<file path="src/rtl/rtc_pkg.sv">
package rtc_pkg;
  localparam logic [1:0] TERM_RD  = 2'b01;
  localparam logic [1:0] TERM_RA  = 2'b10;
  localparam logic [1:0] MODE_SRC = 2'b11;
  localparam logic [1:0] MODE_SNK = 2'b10;
  localparam logic [1:0] MODE_DRP = 2'b01;

  typedef enum logic [1:0] {ST_IDLE, ST_RUN, ST_WAIT, ST_DONE} seq_st_e;
endpackage

</file>
<file path="src/rtl/rtc_filter.sv">
module rtc_filter #(
  parameter int SAMPLES = 4
) (
  input  logic       clk_i,
  input  logic       rst_ni,
  input  logic       run_i,
  input  logic [1:0] term_i,
  output logic       stable_o,
  output logic [1:0] term_o
);
  localparam int CW = (SAMPLES > 2) ? $clog2(SAMPLES) : 1;
  localparam logic [CW-1:0] CMAX = CW'(SAMPLES - 1);

  logic [1:0]    s_q;
  logic [CW-1:0] cnt_q;

  always_ff @(posedge clk_i or negedge rst_ni) begin
    if (!rst_ni) begin
      s_q   <= 2'b00;
      cnt_q <= '0;
    end else if (!run_i || term_i != s_q) begin
      s_q   <= term_i;
      cnt_q <= '0;
    end else if (cnt_q != CMAX) begin
      cnt_q <= cnt_q + 1'b1;
    end
  end

  assign stable_o = run_i && (cnt_q == CMAX);
  assign term_o   = s_q;

  // a changed sample restarts qualification
  a_r9_restart: assert property (@(posedge clk_i) disable iff (!rst_ni)
    (run_i && term_i != s_q) |=> !stable_o);
endmodule

</file>
<file path="src/rtl/rtc_seq.sv">
module rtc_seq
  import rtc_pkg::*;
#(
  parameter int HALF_TICKS     = 30,
  parameter int DIS_BASE_TICKS = 40
) (
  input  logic       clk_i,
  input  logic       rst_ni,
  input  logic       enable_i,
  input  logic [1:0] mode_i,
  input  logic [1:0] pwr_save_i,
  input  logic       tick_i,
  input  logic       hit_i,
  output seq_st_e    st_o,
  output logic       role_src_o
);
  localparam int MAXT = (HALF_TICKS > 4*DIS_BASE_TICKS) ? HALF_TICKS : 4*DIS_BASE_TICKS;
  localparam int TW   = $clog2(MAXT + 1);

  seq_st_e       st_q;
  logic [1:0]    mode_q;
  logic          phase_q;
  logic [TW-1:0] tcnt_q, wait_q, wait_sel;

  always_comb begin
    case (pwr_save_i)
      2'b01:   wait_sel = TW'(DIS_BASE_TICKS);
      2'b10:   wait_sel = TW'(2*DIS_BASE_TICKS);
      default: wait_sel = TW'(4*DIS_BASE_TICKS);
    endcase
  end

  always_ff @(posedge clk_i or negedge rst_ni) begin
    if (!rst_ni) begin
      st_q    <= ST_IDLE;
      mode_q  <= 2'b00;
      phase_q <= 1'b0;
      tcnt_q  <= '0;
      wait_q  <= '0;
    end else if (!enable_i) begin
      st_q    <= ST_IDLE;
      phase_q <= 1'b0;
      tcnt_q  <= '0;
    end else begin
      case (st_q)
        ST_IDLE: if (mode_i != 2'b00) begin
          st_q    <= ST_RUN;
          mode_q  <= mode_i;
          phase_q <= 1'b0;
          tcnt_q  <= '0;
        end
        ST_RUN: begin
          if (hit_i) st_q <= ST_DONE;
          else if (tick_i) begin
            if (tcnt_q == TW'(HALF_TICKS - 1)) begin
              tcnt_q  <= '0;
              phase_q <= ~phase_q;
              if (phase_q && pwr_save_i != 2'b00) begin
                st_q   <= ST_WAIT;
                wait_q <= wait_sel;
              end
            end else tcnt_q <= tcnt_q + 1'b1;
          end
        end
        ST_WAIT: if (tick_i) begin
          if (tcnt_q == wait_q - 1'b1) begin
            st_q   <= ST_RUN;
            tcnt_q <= '0;
          end else tcnt_q <= tcnt_q + 1'b1;
        end
        default: ;
      endcase
    end
  end

  assign st_o       = st_q;
  assign role_src_o = (st_q == ST_RUN || st_q == ST_DONE) &&
                      (mode_q == MODE_SRC || (mode_q == MODE_DRP && !phase_q));

  a_r2_halt: assert property (@(posedge clk_i) disable iff (!rst_ni)
    !enable_i |=> st_q == ST_IDLE);
  a_r1_invalid_mode: assert property (@(posedge clk_i) disable iff (!rst_ni)
    (st_q == ST_IDLE && mode_i == 2'b00) |=> st_q != ST_RUN);
  a_r3_wait_bound: assert property (@(posedge clk_i) disable iff (!rst_ni)
    st_q == ST_WAIT |-> tcnt_q < wait_q);
endmodule

</file>
<file path="src/rtl/role_toggle_ctrl.sv">
module role_toggle_ctrl
  import rtc_pkg::*;
#(
  parameter int HALF_TICKS     = 30,
  parameter int DIS_BASE_TICKS = 40,
  parameter int STABLE_SAMPLES = 4
) (
  input  logic       clk_i,
  input  logic       rst_ni,
  input  logic       enable_i,
  input  logic [1:0] mode_i,
  input  logic [1:0] pwr_save_i,
  input  logic       rd_only_i,
  input  logic       audio_exit_i,
  input  logic       irq_mask_i,
  input  logic       tick_i,
  input  logic [1:0] cc1_term_i,
  input  logic [1:0] cc2_term_i,
  output logic       active_o,
  output logic       role_src_o,
  output logic       done_o,
  output logic       irq_o,
  output logic [1:0] result_line_o,
  output logic [1:0] result_term_o
);
  localparam int NLINES = 2;

  seq_st_e    st;
  logic       run, hit, audio;
  logic [1:0] line_in [NLINES];
  logic [1:0] line_f  [NLINES];
  logic       stab [NLINES];
  logic       qual [NLINES];
  logic [1:0] line_q, term_q;
  logic       irq_q;

  assign line_in[0] = cc1_term_i;
  assign line_in[1] = cc2_term_i;
  assign run = (st == ST_RUN);

  for (genvar i = 0; i < NLINES; i++) begin : g_line
    rtc_filter #(.SAMPLES(STABLE_SAMPLES)) u_filt (
      .clk_i(clk_i), .rst_ni(rst_ni), .run_i(run),
      .term_i(line_in[i]), .stable_o(stab[i]), .term_o(line_f[i]));
    assign qual[i] = stab[i] &&
      (line_f[i] == TERM_RD || (!rd_only_i && line_f[i] == TERM_RA));
  end

  assign audio = rd_only_i && audio_exit_i && stab[0] && stab[1] &&
                 line_f[0] == TERM_RA && line_f[1] == TERM_RA;
  assign hit = audio || qual[0] || qual[1];

  rtc_seq #(.HALF_TICKS(HALF_TICKS), .DIS_BASE_TICKS(DIS_BASE_TICKS)) u_seq (
    .clk_i(clk_i), .rst_ni(rst_ni), .enable_i(enable_i), .mode_i(mode_i),
    .pwr_save_i(pwr_save_i), .tick_i(tick_i), .hit_i(hit),
    .st_o(st), .role_src_o(role_src_o));

  always_ff @(posedge clk_i or negedge rst_ni) begin
    if (!rst_ni) begin
      line_q <= 2'b00;
      term_q <= 2'b00;
      irq_q  <= 1'b0;
    end else begin
      irq_q <= 1'b0;
      if (!enable_i || st == ST_IDLE) begin
        line_q <= 2'b00;
        term_q <= 2'b00;
      end else if (run && hit) begin
        irq_q <= !irq_mask_i;
        if (audio) begin
          line_q <= 2'b11;
          term_q <= TERM_RA;
        end else if (qual[0]) begin
          line_q <= 2'b01;
          term_q <= line_f[0];
        end else begin
          line_q <= 2'b10;
          term_q <= line_f[1];
        end
      end
    end
  end

  assign active_o      = run;
  assign done_o        = (st == ST_DONE);
  assign irq_o         = irq_q;
  assign result_line_o = line_q;
  assign result_term_o = term_q;

  a_r6_irq_pulse: assert property (@(posedge clk_i) disable iff (!rst_ni)
    irq_o |=> !irq_o);
  a_r6_irq_with_done: assert property (@(posedge clk_i) disable iff (!rst_ni)
    irq_o |-> done_o);
  a_r6_irq_mask: assert property (@(posedge clk_i) disable iff (!rst_ni)
    irq_o |-> !$past(irq_mask_i));
  a_r7_hold: assert property (@(posedge clk_i) disable iff (!rst_ni)
    (done_o && enable_i) |=> $stable(result_line_o) && $stable(result_term_o));
  a_r2_idle_clear: assert property (@(posedge clk_i) disable iff (!rst_ni)
    (!enable_i && !done_o) |=> result_line_o == 2'b00);
endmodule

</file>
<file path="config.mk">
export PLATFORM = sky130hd
export DESIGN_NAME = role_toggle_ctrl
export DESIGN_NICKNAME = d
export VERILOG_FILES = /design/src/rtl/rtc_pkg.sv /design/src/rtl/rtc_filter.sv /design/src/rtl/rtc_seq.sv /design/src/rtl/role_toggle_ctrl.sv
export SDC_FILE = /design/constraint.sdc
export NUM_CORES = 1
export LEC_CHECK = 0
export BUFFER_PORTS_ARGS = -buffer_cell sky130_fd_sc_hd__buf_4
export CAP_MARGIN = 10
export CORE_UTILIZATION = 45
export CTS_BUF_LIST = sky130_fd_sc_hd__clkbuf_4
export DETAILED_ROUTE_END_ITERATION = 6
export PLACE_DENSITY = 0.67
export REMOVE_ABC_BUFFERS = 1
export SYNTH_ARGS = -nofsm -noshare
export SYNTH_HDL_FRONTEND = slang
export SYNTH_SLANG_ARGS = --single-unit
export TNS_END_PERCENT = 30
</file>
<file path="constraint.sdc">
create_clock -name clk_i -period 2.3 [get_ports clk_i]
set_clock_uncertainty 0.2 [all_clocks]
set_input_delay 0.345 -clock clk_i [delete_from_list [all_inputs] [get_ports clk_i]]
set_output_delay 0.345 -clock clk_i [all_outputs]
set_load 0.02 [all_outputs]
</file>
==> summary.md, run 1 <==
| Metric | Value |
|---|---|
| Synthesized area | ~0.0019 mm^2 |
| Slew @ Worst Pin | between 0.4 and 0.5 ns |
| Worst EP required | ~2.3 ns |
| Sw power | between 0.5 and 0.6 mW |
| Number of global-route vias before repair | ~1600 |
| Top cell type's share of synthesized area | approximately 40% |
| Slew Viols, Final | 0 |
| Worst setup path end | u_seq.wait_q[6]$_DFFE_PN0P_ |
| Power Total | 1.47 mW |
| # IOs | 23 |
| Max cap viols | 0 |
| Synth Instances | a little under 200 |
| Final setup viols | 0 |
| Synth cell count leaders | dfrtp_1 (30), nand2_1 (17), ha_1 (13), inv_1 (13), nor2_1 (12) |
| Total CTS buffers | 5 |
| Most frequent cell after synthesis | dfrtp_1 |
| Die Ht | around 67 um |
| Share of cells above drive strength 1 | between 20% and 30% |
| Worst EP arrival | ~2.3 ns |
| Iter 0 DRT Violations | between 60 and 70 |
| Worst skew pair latency | 0.33 ns |
| Pre-CTS setup slack | -0.118 ns |
| DRC Markers | 0 |
| DR WL/cell | between 10 and 15 um |
| Largest net degree at the start of global routing | 31 |
| First-pass GRT wire length | between 6000 and 7000 um |
| Worst-path clk slew | around 0.090 ns |
| Max_slew headroom | 68.3% |
| Finished Core Util | approximately three fifths |
| Crit path launch type | register |
| Cell area power density | approximately 630 mW/mm^2 |
| Post-synth top area cell | dfrtp_1 |
| Die W | between 60 and 70 um |
| Final Hold Fails | 0 |
| Fmax | approximately 450 MHz |
| GP Congestion | approximately 0.84 |
| Flop pwr share | 40.9% |
| Sink Count | 30 |
| CP max FO | 5 |
| Antenna violations before repair | 0 |
| Worst Reg-to-Reg Cells | 7 |
| Ant. Diodes | 0 |
| Clk Tree Root Cell | clkbuf_4 |
| Status | finished, final reports clean |
| Final Cycle Share | 97.5% |
| Worst IR Drop VDD | 296 uV |
| Port bufs | 22 |
| Sequential fraction of the synthesis area | 39.9% |
| YS warnings | 0 |
| Vias | roughly 1600 |
| Synth Register Bits | 30 |
| Sw frac | roughly 36% |
| Min Tclk post-route | ~2.2 ns |
| Crit path launch | g_line[0].u_filt.cnt_q[0]$_DFFE_PN0P_ |
| R2R Setup Slk | between 0.05 and 0.06 ns |
| Nets | 257 |
| Pleak | ~1.1 nW |
| HP Class | primary input to register |
| Remaining Overflow, GRT | 0 |
| Post-synth cell types | 50 |
| Worst flop-to-flop path startpoint | g_line[0].u_filt.cnt_q[0]$_DFFE_PN0P_ |
| Rows | 23 |
| Die area | around 0.0044 mm^2 |
| Reg-to-reg endpoint | u_seq.wait_q[6]$_DFFE_PN0P_ |
| Syn avg cell area | about 9.7 um^2 |
| EDFF count, synth | 0 |
| Htree depth | 2 |
| Core area | 0.00400 mm^2 |
| Final worst slack | 0.0585 ns |
| Comb pwr share | between 30% and 40% |
| Final wirelength | between 4000 and 5000 um |
| Vias per cell | about 5.6 |
| GRT Total Usage | roughly 21% |
| Main synth FF type | dfrtp_1 |
| DRT Pass-1 Iters | 4 |
| Final instance area | approximately 0.0024 mm^2 |
| Post-DP HPWL | approximately 3000 um |
| Antenna Nets Post-Route | 0 |
| Crit Path Category | register to register |
| Area delta synth->final | 25.5% |
| TritonCTS clock tree | yes |
| P_int | around 0.95 mW |
| CTS max path bufs | 2 |
| CP endpoint kind | register |
| Clock power share | 20.6% |
| Dpl cell area | about 0.0021 mm^2 |
| Synth area leaders | dfrtp_1 (40%), ha_1 (8.7%), xnor2_1 (4.7%) |
| Ys async rst share | between 90% and 100% |
| Initial Utilization | a little under half |
-- metal layers --
layer,global-route usage [%],vias up,share of wire [%]
li1,-,750,-
met1,23.2,757,42
met2,35.4,45,51
met3,4.97,10,4.4
met4,10.6,0,2.6
met5,0,-,0
-- flip-flops by register name, summed over array words and instances, names as in the netlist --
register and flops:
result_line_o 2, irq_o 1, u_seq.mode_q 2, g_line.u_filt.term_o 4, u_seq.st_o 2, u_seq.phase_q 1
g_line.u_filt.cnt_q 4, result_term_o 2, u_seq.tcnt_q 8, u_seq.wait_q 4
-- critical path, cell delays in order (launching register included) --
cell and delay (ns):
dfrtp_1 0.37, ha_1 0.20, nand4b_1 0.11, or4_4 0.52
nand3_4 0.15, nor2_2 0.06, and3_4 0.21, mux2_4 0.31
-- per-stage QoR --
| step | std cells | hold slack [ns] | TNS (ns) |
|---|---|---|---|
| 2_1_floorplan | 182 | -0.151 | -2.41 |
| 3_3_place_gp | 265 | 0.0917 | 0 |
| 3_5_place_dp | 265 | 0.0945 | -0.620 |
| 4_1_cts | 279 | 0.0695 | 0 |
| 5_1_grt | 280 | 0.0998 | -0.0185 |
| 6_report | 280 | 0.0922 | 0 |
-- layout by cell type, fill, tap and decap left out, drive strengths merged, types with 3 or more instances in the layout --
cell type     n
nor2b         3
nor3b         8
or3           3
o21ai         5
clkbuf        6
nand3        10
dfrtp        30
o211ai        8
xor2          3
ha           13
nand2        17
nor2         13
or2           4
buf          34
mux2i         7
inv          13
dlygate4sd3   6
xnor2        10
o2111ai       4
-- power by group through the flow --
stage	Clock, mW	Combinational [mW]	Sequential [mW]
3_3_place_gp	0	0.445	0.611
3_5_place_dp	0	0.458	0.612
4_1_cts	0.320	0.476	0.602
2_1_floorplan	0	0.274	0.605
5_1_grt	0.345	0.615	0.608
6_report	0.304	0.567	0.604
-- how the worst min path moves through the flow --
stage                                                 end  depth (start not counted)  slack [ns]      start
CTS                           u_seq.mode_q[0]$_DFFE_PN0P_                          3        0.07  mode_i[0]
detailed placement  g_line[0].u_filt.cnt_q[1]$_DFFE_PN0P_                          1        0.09     rst_ni
floorplan           g_line[0].u_filt.cnt_q[0]$_DFFE_PN0P_                          0       -0.15     rst_ni
finish                        u_seq.mode_q[0]$_DFFE_PN0P_                          3        0.09  mode_i[0]
global placement    g_line[0].u_filt.cnt_q[0]$_DFFE_PN0P_                          1        0.09     rst_ni
global route                  u_seq.mode_q[0]$_DFFE_PN0P_                          3         0.1  mode_i[0]
-- layout make-up --
cell class	instances	area, um^2
Clock buffer	6	45.0
Clock inverter	2	8.76
Fill cell	331	1640
Inverter	13	48.8
Multi-Input combinational cell	139	1120
Sequential cell	30	751
Tap cell	50	62.6
Timing Repair Buffer	40	323
-- repair_timing --
item / 4_1_cts / 5_1_grt
pin swaps: 1 / 5
hold buffers: 6 / 0
buffers inserted: 0 / 1
endpoints found under the setup margin: 8 / 13
resized for setup: 2 / 17
hold endpoints to repair: 35 / 0
-- cell families (layout without fill, tap and decap cells) --
kind of cell	after synthesis	in the layout	synth area share (%)
compound gates	33	33	13.5
xor+xnor	13	13	6.06
fa+ha+maj	13	13	8.66
buf+inv	24	61	5.33
flops	30	30	39.9
mux	9	9	5.33
simple gates	71	71	21.2
Power figures use the tool's default switching activity.
==> run 2, diff against run 1 <==
GPL_TIMING_DRIVEN = 0   (was default)
==> run 2 against run 1 <==
  * Cell area grew 2.2%
  * Maximum frequency about the same
  * Non-clock buffer count is the same
  * Cell count is the same
  * Critical endpoint unchanged
==> summary.md, run 2 (synthesis gave the netlist of run 1 again) <==
| Metric | Value |
|---|---|
| Ant. Diodes | 0 |
| Flop pwr share | about two fifths |
| Worst EP arrival | roughly 2.3 ns |
| Fmax | 446 MHz |
| Pre-CTS setup slack | -0.512 ns |
| Clk Tree Root Cell | clkbuf_4 |
| GRT Total Usage | roughly a fifth |
| CP Cell Sequence | inv_1 -> ha_1 -> and4b_1 -> nand4_1 -> nor3b_2 -> and3_4 -> mux2_4 |
| Final hold slack | ~0.077 ns |
| Die area | about 0.0044 mm^2 |
| # IOs | 23 |
| Sw frac | between 30 and 40% |
| Clock power share | between 20% and 30% |
| Antenna Nets Post-Route | 0 |
| Max reg flops | 8 |
| CTS max path bufs | 2 |
| Comb pwr share | about two fifths |
| Pleak | ~1.1 nW |
| Final wirelength | between 4000 and 5000 um |
| Core area | 0.00400 mm^2 |
| Initial Utilization | 47.0% |
| Crit Path Category | register to register |
| DRC Markers | 0 |
| WP buf/inv | 1 |
| Worst EP required | 2.32 ns |
| Worst path slowest cell | dfrtp_1 |
| Worst-path clk slew | ~0.090 ns |
| R2R Setup Slk | 0.06 ns |
| Dpl cell area | 0.00206 mm^2 |
| Number of global-route vias before repair | roughly 1500 |
| Largest register by flop count | u_seq.tcnt_q |
| P_int | ~0.95 mW |
| DR WL/cell | roughly 15 um |
| Antenna violations before repair | 0 |
| Slew @ Worst Pin | roughly 0.5 ns |
| HP Class | primary input to register |
| GP Congestion | 0.801 |
| Slowest stage delay, CP | around 0.42 ns |
| Htree depth | 2 |
| Worst IR Drop VDD | 294 uV |
| Final Cycle Share | around 97% |
| Max_slew headroom | 66.2% |
| Post-DP HPWL | about 2800 um |
| Final Hold Fails | 0 |
| Rows | 23 |
| Cell area power density | 621 mW/mm^2 |
| Slew Viols, Final | 0 |
| Max cap viols | 0 |
| Worst skew pair latency | 0.33 ns |
| Iter 0 DRT Violations | 85 |
| Commonest non-fill, non-tap cell in the layout | buf_4 |
| Final setup viols | 0 |
| Min Tclk post-route | 2.24 ns |
| Area delta synth->final | 28.3% |
| TritonCTS clock tree | yes |
| DRT Pass-1 Iters | 6 |
| Status | finished, final reports clean |
| Die W | between 60 and 70 um |
| Nets | 257 |
| Remaining Overflow, GRT | 0 |
| CP endpoint kind | register |
| Sink Count | 30 |
| Final instance area | ~0.0024 mm^2 |
| Largest net degree at the start of global routing | 31 |
| Power Total | between 1 and 1.5 mW |
| CP max FO | 4 |
| Vias | approximately 1600 |
| Die Ht | 66.6 um |
| Finished Core Util | between 60% and 70% |
| Share of cells above drive strength 1 | 31.3% |
| Total CTS buffers | 5 |
| First-pass GRT wire length | approximately 6800 um |
| Most frequent cells in the layout | buf_4 (33), dfrtp_1 (29), nand2_1 (17) |
| Sw power | roughly 0.55 mW |
| Delay-heaviest family, CP | simple AND/OR/NAND/NOR gates |
| Port bufs | 22 |
| Crit path launch type | register |
| Final worst slack | 0.0577 ns |
| Vias per cell | 5.66 |
==> run 2: cell counts in the layout (fill, tap and decap cells not counted) <==
No cell type changed its count.
==> run 2: path summary, 6_finish.rpt <==
path,to,startpoint,cells after the start
setup / recovery,u_seq.wait_q[6]$_DFFE_PN0P_,u_seq.tcnt_q[1]$_DFFE_PN0P_,7
hold / removal,u_seq.mode_q[1]$_DFFE_PN0P_,mode_i[1],3
setup reg to reg,u_seq.wait_q[6]$_DFFE_PN0P_,u_seq.tcnt_q[1]$_DFFE_PN0P_,7
hold reg to reg,u_seq.mode_q[1]$_DFFE_PN0P_,u_seq.mode_q[1]$_DFFE_PN0P_,2
max in group asynchronous,u_seq.wait_q[6]$_DFFE_PN0P_,rst_ni,2
min in group asynchronous,u_seq.wait_q[5]$_DFFE_PN0P_,rst_ni,2
==> run 2: repair_timing <==
item	4_1_cts	5_1_grt
endpoints found under the setup margin	20	14
buffers inserted	9	3
cloned	0	0
hold endpoints to repair	35	0
gates resized for setup	8	19
pin swaps	1	3
hold buffers	6	0
==> run 2: cell type report <==
| cell class | instances | area (um^2) |
|---|---|---|
| Clock buffer | 6 | 45.0 |
| Clock inverter | 2 | 8.76 |
| Fill cell | 334 | 1590 |
| Inverter | 13 | 48.8 |
| Multi-Input combinational cell | 139 | 1170 |
| Sequential cell | 30 | 752 |
| Tap cell | 50 | 62.6 |
| Timing Repair Buffer | 40 | 319 |
==> run 2: per-stage QoR <==
step,cells,TNS (ns)
global route,280,-0.0564
finish,280,0
CTS,277,-0.00223
global placement,254,-4.61
detailed placement,254,-7.06
floorplan,182,-2.41
==> run 2: worst min-delay path, cell delays in order <==
cell and delay, ns:
buf_4 0.09, nand3_1 0.09, nand2_1 0.06
==> run 2: routing by layer <==
layer / vias up / share of wire, % / wire length [um] / track usage, %
met3: 10 / 4.9 / 205 / 5.14
li1: 752 / - / - / -
met2: 52 / 50 / 2120 / 35.0
met4: 0 / 1.4 / 59 / 7.45
met5: - / 0 / 0 / 0
met1: 772 / 44 / 1840 / 24.4
==> run 2: power by group through the flow <==
| stage | clock network, mW | logic, mW | registers (mW) |
|---|---|---|---|
| 2_1_floorplan | 0 | 0.274 | 0.605 |
| 3_3_place_gp | 0 | 0.387 | 0.610 |
| 3_5_place_dp | 0 | 0.404 | 0.614 |
| 4_1_cts | 0.317 | 0.514 | 0.601 |
| 5_1_grt | 0.339 | 0.647 | 0.608 |
| 6_report | 0.308 | 0.587 | 0.603 |
